<file path="config.mk">
export PLATFORM = sky130hd
export DESIGN_NAME = ddr_write_timer
export DESIGN_NICKNAME = d
export VERILOG_FILES = /design/src/rtl/ddr_wtim_pkg.sv /design/src/rtl/ddr_wtim_burst.sv /design/src/rtl/ddr_wtim_bank.sv /design/src/rtl/ddr_write_timer.sv
export SDC_FILE = /design/constraint.sdc
export NUM_CORES = 1
export LEC_CHECK = 0
export ABC_AREA = 1
export BUFFER_PORTS_ARGS = -buffer_cell sky130_fd_sc_hd__buf_2
export CAP_MARGIN = 20
export CORE_MARGIN = 5
export CORE_UTILIZATION = 60
export CTS_BUF_LIST = sky130_fd_sc_hd__clkbuf_4
export DETAILED_ROUTE_END_ITERATION = 8
export PLACE_DENSITY_LB_ADDON = 0.2
export SLEW_MARGIN = 10
export SYNTH_ARGS = -nofsm -noshare
export SYNTH_HDL_FRONTEND = slang
export SYNTH_SLANG_ARGS = --single-unit
export TNS_END_PERCENT = 20
</file>
<file path="constraint.sdc">
create_clock -name clk -period 2.21 [get_ports clk]
set_input_delay 0.1105 -clock clk [delete_from_list [all_inputs] [get_ports clk]]
set_output_delay 0.1105 -clock clk [all_outputs]
set_load 0.01 [all_outputs]
</file>
<file path="src/rtl/ddr_wtim_pkg.sv">
package ddr_wtim_pkg;
    typedef enum logic [1:0] {
        CMD_NOP = 2'b00,
        CMD_WR  = 2'b01,
        CMD_RD  = 2'b10,
        CMD_PRE = 2'b11
    } cmd_op_e;
endpackage

</file>
<file path="src/rtl/ddr_wtim_burst.sv">
// Tracks the data window of the most recent write burst and drives strobe/mask.
module ddr_wtim_burst #(
    parameter int BURST_CYC = 2,
    parameter int BANK_W    = 2
) (
    input  logic              clk,
    input  logic              rst_n,
    input  logic              wr_go,
    input  logic [BANK_W-1:0] wr_bank,
    input  logic              cut_go,
    output logic              dqs_en,
    output logic              dm,
    output logic              data_ahead,
    output logic              cut_done,
    output logic [BANK_W-1:0] burst_bank
);
    localparam int LW = $clog2(BURST_CYC + 2);

    typedef struct packed {
        logic [LW-1:0]     left;
        logic              dqs;
        logic              dm;
        logic              cut;
        logic [BANK_W-1:0] bank;
    } st_t;

    st_t st_d, st_q;
    logic [LW-1:0] next_left;
    logic          ahead;

    always_comb begin
        next_left = (st_q.left != '0) ? st_q.left - 1'b1 : '0;
        ahead     = (next_left != '0) && (next_left <= LW'(BURST_CYC));
        st_d      = st_q;
        // the data cycle after this edge still belongs to the older burst
        st_d.dqs  = ahead;
        st_d.dm   = ahead && (st_q.cut || cut_go);
        st_d.left = wr_go ? LW'(BURST_CYC + 1) : next_left;
        st_d.cut  = wr_go ? 1'b0 : (cut_go ? 1'b1 : st_q.cut);
        st_d.bank = wr_go ? wr_bank : st_q.bank;
    end

    always_ff @(posedge clk) begin
        if (!rst_n) st_q <= '0;
        else        st_q <= st_d;
    end

    assign dqs_en     = st_q.dqs;
    assign dm         = st_q.dm;
    assign data_ahead = ahead;
    assign cut_done   = st_q.cut;
    assign burst_bank = st_q.bank;
endmodule

</file>
<file path="src/rtl/ddr_wtim_bank.sv">
// Per-bank write-recovery and row-precharge countdowns.
module ddr_wtim_bank #(
    parameter int CW      = 4,
    parameter int WR_LOAD = 4,
    parameter int WR_CUT  = 1,
    parameter int RP_LOAD = 2
) (
    input  logic clk,
    input  logic rst_n,
    input  logic wr_go,
    input  logic pre_go,
    input  logic cut_go,
    output logic wr_clear,
    output logic rp_clear
);
    typedef struct packed {
        logic [CW-1:0] wr;
        logic [CW-1:0] rp;
    } st_t;

    st_t st_d, st_q;

    always_comb begin
        st_d = st_q;
        if (wr_go)                st_d.wr = CW'(WR_LOAD);
        else if (cut_go)          st_d.wr = CW'(WR_CUT);
        else if (st_q.wr != '0)   st_d.wr = st_q.wr - 1'b1;
        if (pre_go)               st_d.rp = CW'(RP_LOAD);
        else if (st_q.rp != '0)   st_d.rp = st_q.rp - 1'b1;
    end

    always_ff @(posedge clk) begin
        if (!rst_n) st_q <= '0;
        else        st_q <= st_d;
    end

    assign wr_clear = (st_q.wr == '0);
    assign rp_clear = (st_q.rp == '0);
endmodule

</file>
<file path="src/rtl/ddr_write_timer.sv">
module ddr_write_timer #(
    parameter int NUM_BANKS = 4,
    parameter int COL_W     = 10,
    parameter int BURST_LEN = 4,
    parameter int T_WTR     = 1,
    parameter int T_WR      = 2,
    parameter int T_RP      = 3
) (
    input  logic                         clk,
    input  logic                         rst_n,
    input  logic                         req_valid,
    output logic                         req_ready,
    input  logic [1:0]                   req_op,
    input  logic [$clog2(NUM_BANKS)-1:0] req_bank,
    input  logic [COL_W-1:0]             req_col,
    input  logic                         req_trunc,
    output logic                         cmd_valid,
    output logic [1:0]                   cmd_op,
    output logic [$clog2(NUM_BANKS)-1:0] cmd_bank,
    output logic [COL_W-1:0]             cmd_col,
    output logic                         dqs_en,
    output logic                         dm
);
    import ddr_wtim_pkg::*;

    localparam int BANK_W    = $clog2(NUM_BANKS);
    localparam int BURST_CYC = BURST_LEN / 2;
    localparam int CW        = $clog2(BURST_CYC + T_WTR + T_WR + T_RP + 2);

    typedef struct packed {
        logic [CW-1:0]     wtr;
        logic              cmd_valid;
        logic [1:0]        cmd_op;
        logic [BANK_W-1:0] bank;
        logic [COL_W-1:0]  col;
    } st_t;

    st_t st_d, st_q;

    logic                 is_wr, is_rd, is_pre, fire, cut_hit, rdy;
    logic                 data_ahead, cut_done;
    logic [BANK_W-1:0]    burst_bank;
    logic [NUM_BANKS-1:0] wr_clear, rp_clear;

    always_comb begin
        is_wr   = (req_op == CMD_WR);
        is_rd   = (req_op == CMD_RD);
        is_pre  = (req_op == CMD_PRE);
        cut_hit = req_valid && req_trunc && data_ahead && !cut_done &&
                  (is_rd || (is_pre && req_bank == burst_bank));
        case (req_op)
            CMD_WR:  rdy = rp_clear[req_bank];
            CMD_RD:  rdy = rp_clear[req_bank] && (st_q.wtr == '0) && !cut_hit;
            CMD_PRE: rdy = rp_clear[req_bank] && wr_clear[req_bank] && !cut_hit;
            default: rdy = 1'b1;
        endcase
        fire = req_valid && rdy;

        st_d = st_q;
        if (fire && is_wr)              st_d.wtr = CW'(BURST_CYC + T_WTR);
        else if (cut_hit && is_rd)      st_d.wtr = CW'(T_WTR - 1);
        else if (st_q.wtr != '0)        st_d.wtr = st_q.wtr - 1'b1;
        st_d.cmd_valid = fire && (req_op != CMD_NOP);
        st_d.cmd_op    = st_d.cmd_valid ? req_op : CMD_NOP;
        if (fire) begin
            st_d.bank = req_bank;
            st_d.col  = req_col;
        end
    end

    always_ff @(posedge clk) begin
        if (!rst_n) st_q <= '0;
        else        st_q <= st_d;
    end

    ddr_wtim_burst #(
        .BURST_CYC (BURST_CYC),
        .BANK_W    (BANK_W)
    ) u_burst (
        .clk        (clk),
        .rst_n      (rst_n),
        .wr_go      (fire && is_wr),
        .wr_bank    (req_bank),
        .cut_go     (cut_hit),
        .dqs_en     (dqs_en),
        .dm         (dm),
        .data_ahead (data_ahead),
        .cut_done   (cut_done),
        .burst_bank (burst_bank)
    );

    for (genvar gi = 0; gi < NUM_BANKS; gi++) begin : g_bank
        ddr_wtim_bank #(
            .CW      (CW),
            .WR_LOAD (BURST_CYC + T_WR),
            .WR_CUT  (T_WR - 1),
            .RP_LOAD (T_RP - 1)
        ) u_bank (
            .clk      (clk),
            .rst_n    (rst_n),
            .wr_go    (fire && is_wr && req_bank == BANK_W'(gi)),
            .pre_go   (fire && is_pre && req_bank == BANK_W'(gi)),
            .cut_go   (cut_hit && is_pre && req_bank == BANK_W'(gi)),
            .wr_clear (wr_clear[gi]),
            .rp_clear (rp_clear[gi])
        );
    end

    assign req_ready = rdy;
    assign cmd_valid = st_q.cmd_valid;
    assign cmd_op    = st_q.cmd_op;
    assign cmd_bank  = st_q.bank;
    assign cmd_col   = st_q.col;
endmodule

</file>
Word level (Yosys, flattened, before mapping)
Index checks and enable logic that the tools add are counted.
- output and inout bits: 18
- register bits after elaboration: 58
- input port bits: 18
- logic and storage cells: 164
- bitwise logic cells: 1
- muxes and demuxes: 30
- $add $sub $neg: 10
- eq/ne operators: 7
- reduce and logical (&&, ||, !) cells: 83
- magnitude comparators: 2
- operator list (cell ; number):
    zero test 4 bit ; 9
    two-way mux 3 bit ; 12
    nonzero test 4 bit ; 9
    subtractor 4 x 1 -> 4 bit (second input constant) ; 9
    logical AND 1 bit ; 29
    two-way mux 2 bit ; 13
    nonzero test 2 bit ; 11
    OR reduction 2 bit ; 9
    nonzero test 3 bit ; 5
    OR reduction 3 bit ; 5
    == test 2 bit (second input constant) ; 4
    binary-select mux 1 bit (select 2 bit) ; 2
    == test 2 x 1 -> 1 bit (second input constant) ; 2
    < comparator 2 x 3 -> 1 bit (second input constant) ; 1
    one-hot mux 1 bit (3 select lines) ; 1
    == test 2 bit ; 1
    less-or-equal comparator 2 bit (second input constant) ; 1
    zero test 1 bit ; 2
    zero test 2 bit ; 1
    logical OR 1 bit ; 2
    two-way mux 1 bit ; 2
    AND reduction 2 bit ; 1
    subtractor 2 x 1 -> 2 bit (second input constant) ; 1
    inverter 1 bit ; 1

Longest topological paths before layout
- depth in word-level cells: 14
- gate-level depth with buffers: 13
- mapped depth without buffers: 13

By module
From an unflattened synthesis, not the netlist that was laid out.
- cell total of the unflattened synthesis: 475
- area, all modules: 3183.1 um2
- by module, submodules not included (module ; cells each ; times used ; seq. area each (um2) ; area an instance (um2)):
    ddr_wtim_bank ; 57 ; 4 ; 160.2 ; 395.4
    ddr_write_timer ; 217 ; 1 ; 380.4 ; 1342.5
    ddr_wtim_burst ; 30 ; 1 ; 140.1 ; 259.0

Least setup slack after synthesis
Ideal clock, no wire load.
- path type: reg2reg
- start point: reg g_bank[3].u_bank.st_q[4] in the netlist's numbering
- end point: reg g_bank[0].u_bank.st_q[2] in the netlist's numbering
- path buffers: 0
- arrival time: 1.640 ns
- slack: 0.453 ns
- required time: 2.093 ns
- setup time: 0.117 ns
- cell stages (with the launch flop): 12
- clock period less this slack: 1.757 ns
- cell sequence: dfxtp_1 inv_1 ha_1 nand3_1 nand2_1 nand2_1 nor2_1 nor2_1 nor2_2 nand4_2 o21ai_2 nor2_1
- cells in the longest elaborated chain, start to end: 10
- ends and longest elaborated chain (item ; RTL line ; source):
    start: declaration ; ddr_wtim_bank.sv:21 ; st_t st_d, st_q;
    start signal: assignment ; ddr_wtim_bank.sv:34 ; else st_q <= st_d;
    zero test 4 bit ; ddr_wtim_bank.sv:37 ; assign wr_clear = (st_q.wr == '0);
    binary-select mux 1 bit (select 2 bit) ; ddr_write_timer.sv:54 ; CMD_PRE: rdy = rp_clear[req_bank] && wr_clear[req_bank] && !cut_hit;
    two-way mux 1 bit (implied by the code) ; ddr_write_timer.sv:54 ;
    logical AND 1 bit (2 in a row) ; ddr_write_timer.sv:54 ;
    one-hot mux 1 bit (3 select lines) ; ddr_write_timer.sv:51 ; case (req_op)
    logical AND 1 bit ; ddr_write_timer.sv:57 ; fire = req_valid && rdy;
    logical AND 1 bit (2 in a row) ; ddr_write_timer.sv:102 ; .pre_go (fire && is_pre && req_bank == BANK_W'(gi)),
    OR reduction 2 bit (no source line) ; n/a ;
    end signal: assignment ; ddr_wtim_bank.sv:34 ;
    end: declaration ; ddr_wtim_bank.sv:21 ;
No other way between the ends. The select of a mux whose other input is x is not followed.
A chain may end at the register's enable or synchronous reset.

Final worst setup path
- start point: reg g_bank[1].u_bank.st_q[4] in the netlist's numbering
- end point: out req_ready
- cells in the longest elaborated chain, start to end: 6
- ends and longest elaborated chain (item ; RTL line ; source):
    start: declaration ; ddr_wtim_bank.sv:21 ;
    start signal: assignment ; ddr_wtim_bank.sv:34 ;
    zero test 4 bit ; ddr_wtim_bank.sv:37 ;
    binary-select mux 1 bit (select 2 bit) ; ddr_write_timer.sv:54 ;
    two-way mux 1 bit (implied by the code) ; ddr_write_timer.sv:54 ;
    logical AND 1 bit (2 in a row) ; ddr_write_timer.sv:54 ;
    one-hot mux 1 bit (3 select lines) ; ddr_write_timer.sv:51 ;
    end: declaration ; ddr_write_timer.sv:12 ; output logic req_ready,
No other way between the ends. The select of a mux whose other input is x is not followed.

==> reports/qor.txt <==
H-tree Lvls: 3
starting density of the core: 62.3%
leading cell types in the layout, fill and taps excluded: 106 x nand2_1, 82 x nor2_1, 66 x inv_1
hold_sp: req_bank[1]
Area Overhead vs Synth: 12.6%
CTS buffer count: 9
Post-synth EDFFs: 0
Pre-antenna DRT Iters: 5
Max Slew Vio Count: 0
die width: 80.3 um
DPL Wire Length: 4240 um
Clock Sinks: 58
RSZ-0062 raised after global routing: false
initial antenna violation count: 0
Reg2Reg Setup Slack: 0.27 ns
Post-Syn Nets: 457
period utilization: 90.1%
clock-pin slew on the worst setup and hold paths: 0.09 ns
leakage: 1.71 nW
post-synthesis sequential area ratio: 39.2%
critical path required time: 2.10 ns
grt ovf: 0
placement row count: 25
total track usage: 21.0%
crit path DAT: 1.88 ns
fmax: 502 MHz
most common library cell in the layout ignoring fill and taps: nand2_1
Yosys warnings: 0
diode count: 0
mean routed wirelength per cell: 11.0 um
Clock power frac: 16.9%
startpoint types: register
final setup margin: 0.220 ns
Routability Congestion: 0.809
asr flop ratio synth: 0%
Worst Max-Slew Pin Slew: 0.356 ns
Total Wirelength: 5950 um
Seq cells post-synth: 58
input/output buffers: 35
setup tns final: 0 ns
Hold Fails Final Rpt: 0
Final min period: 1.99 ns
Int Pwr: 0.00220 W
Core ar.: 0.00475 mm2
Rel. slew slack: 76.1%
part of the power in registers: 38.7%
CP Capture Type: output port
clock buffer depth: 2
pwr dens: 1090 mW/mm2
via count: 2572
Logic pwr share: 44.4%
number of global-route vias before repair: 2485
maximum vdd drop: 0.616 mV
post-CTS setup buffers: 0
Setup CP Type: reg2out
CTS tree: yes
vias per std cell: 4.75
Setup-failing EPs final: 0
DP Worst Slack: 0.192 ns
I/O pins: 36
first-pass GRT wire length: 10400 um
synth unique cells: 29
CP Max Fanout: 4
Max Cap Violations: 0
fin nets: 499
die area: 0.00644 mm2
average size of a mapped cell: 6.91 um2
CTS Root Cell: clkbuf_4
Mapped Cells: 429
cell taking the most area after synthesis: dfxtp_1
fraction of layout cells with a size suffix above 1: 17.1%
Hold Path Class: in2reg
Synth top area share: 39.2%
status: finished, final reports clean
antenna viol nets, final: 0
# fillers: 413
Worst-Skew Late Latency: 0.41 ns
r2r startpoint: g_bank[1].u_bank.st_q[4]$_SDFFE_PP0P_
switching share of power: 39.7%
top cells by area, synth: dfxtp_1 39%, nand2_1 13%, nor2_1 10%, inv_1 8.4%, ha_1 4.2%
drc violations: 0
Synth Cell Area: 0.00296 mm2
Worst Setup SP: g_bank[1].u_bank.st_q[4]$_SDFFE_PP0P_
Chip Height: 80.3 um
1st-iter DRT viols: 111
clock skew: 0.00830 ns
Synth Flop Type: dfxtp_1
pin count of the biggest net entering global routing: 19
Psw: 0.00145 W
==> power by group through the flow <==
stage	clock (W)	combinational, W	sequential [W]
after floorplan	0	0.00131	0.00140
after global placement	0	0.00152	0.00143
after detailed placement	0	0.00158	0.00143
after CTS	0.000629	0.00161	0.00141
after global routing	0.000687	0.00188	0.00144
final	0.000618	0.00162	0.00141
==> registers in the layout (all words and copies together) (netlist names), 2 cells and up <==
signal / cells
cmd_bank: 2
cmd_col: 10
cmd_op: 2
g_bank.u_bank.st_q: 32
st_q: 4
u_burst.burst_bank: 2
u_burst.st_q: 2
==> stage by stage <==
| step | power (W) | util (%) | hold WS [ns] | instance area, um2 | cells |
|---|---|---|---|---|---|
| detailed placement | 0.00301 | 65.3 | 0.364 | 3110 | 515 |
| CTS | 0.00364 | 70.0 | 0.0112 | 3330 | 541 |
| global placement | 0.00295 | 65.3 | 0.361 | 3110 | 515 |
| global route | 0.00401 | 70.2 | 0.0304 | 3340 | 541 |
| floorplan | 0.00271 | - | 0.221 | 2960 | 429 |
| finish | 0.00365 | 70.2 | 0.0158 | 3340 | 541 |
==> logic make-up (layout without fill, tap and decap cells) <==
group / Yosys count / in the layout / synth area share [%]
AO/OA/AOI/OAI: 39 / 39 / 8.19
XOR/XNOR: 6 / 6 / 1.77
adder cells (fa/ha/maj): 10 / 10 / 4.22
buffers and inverters: 89 / 134 / 13.7
flip-flops: 58 / 58 / 39.2
multiplexers: 3 / 3 / 1.01
AND/OR/NAND/NOR: 224 / 224 / 31.9
==> metal layers <==
layer	up-vias	wire [um]	track usage, %
li1	1376	-	-
met1	1135	2720	24.3
met2	48	2820	35.5
met3	13	252	5.94
met4	0	158	9.97
met5	-	0	0
==> path summary, 6_finish.rpt <==
path | endpoint | cells after the start
max | req_ready | 11
min | cmd_bank[1]$_SDFFE_PN0N_ | 3
max reg2reg | g_bank[0].u_bank.st_q[5]$_SDFFE_PP0P_ | 12
min reg2reg | g_bank[2].u_bank.st_q[3]$_SDFFE_PP0P_ | 2
==> Yosys cell counts, types with 2 or more instances <==
| cell type | n |
|---|---|
| nand2_1 | 106 |
| nor2_1 | 82 |
| inv_1 | 66 |
| dfxtp_1 | 58 |
| a21oi_1 | 15 |
| buf_4 | 15 |
| o21ai_0 | 13 |
| nor3_1 | 11 |
| ha_1 | 10 |
| nand3_1 | 6 |
| nor2_2 | 6 |
| o21ai_2 | 5 |
| nor2_4 | 4 |
| o21bai_2 | 4 |
| xor2_1 | 4 |
| mux2i_1 | 3 |
| nand4_1 | 3 |
| buf_6 | 2 |
| clkbuf_1 | 2 |
| inv_2 | 2 |
| nand4_2 | 2 |
| or2_2 | 2 |
| xnor2_1 | 2 |
==> worst max-delay path, stage by stage, from the launching register on <==
cell and delay [ns]:
dfxtp_1 0.32, inv_1 0.11, ha_1 0.20, nand3_2 0.13, nand2_1 0.08, nand2_1 0.05
nor2_1 0.08, nor2_1 0.05, nor2_2 0.18, nand2_1 0.09, inv_1 0.06, buf_2 0.12
==> cell type report <==
cell class	count	area (um2)	area share, %
multi-input cells	282	1410	42.1
flip-flops and latches	58	1160	34.8
repair buffers	51	325	9.75
inverters	69	259	7.76
clock buffers	13	97.6	2.92
well taps	67	83.8	2.51
clock inverters	1	3.75	0.112
==> repair_timing <==
item	in CTS	in global routing
setup endpoints to repair	0	28
hold endpoints to repair	12	0
hold buffers	12	0
gates resized for setup	0	2
Note: power is estimated with default switching activity, not from simulation.
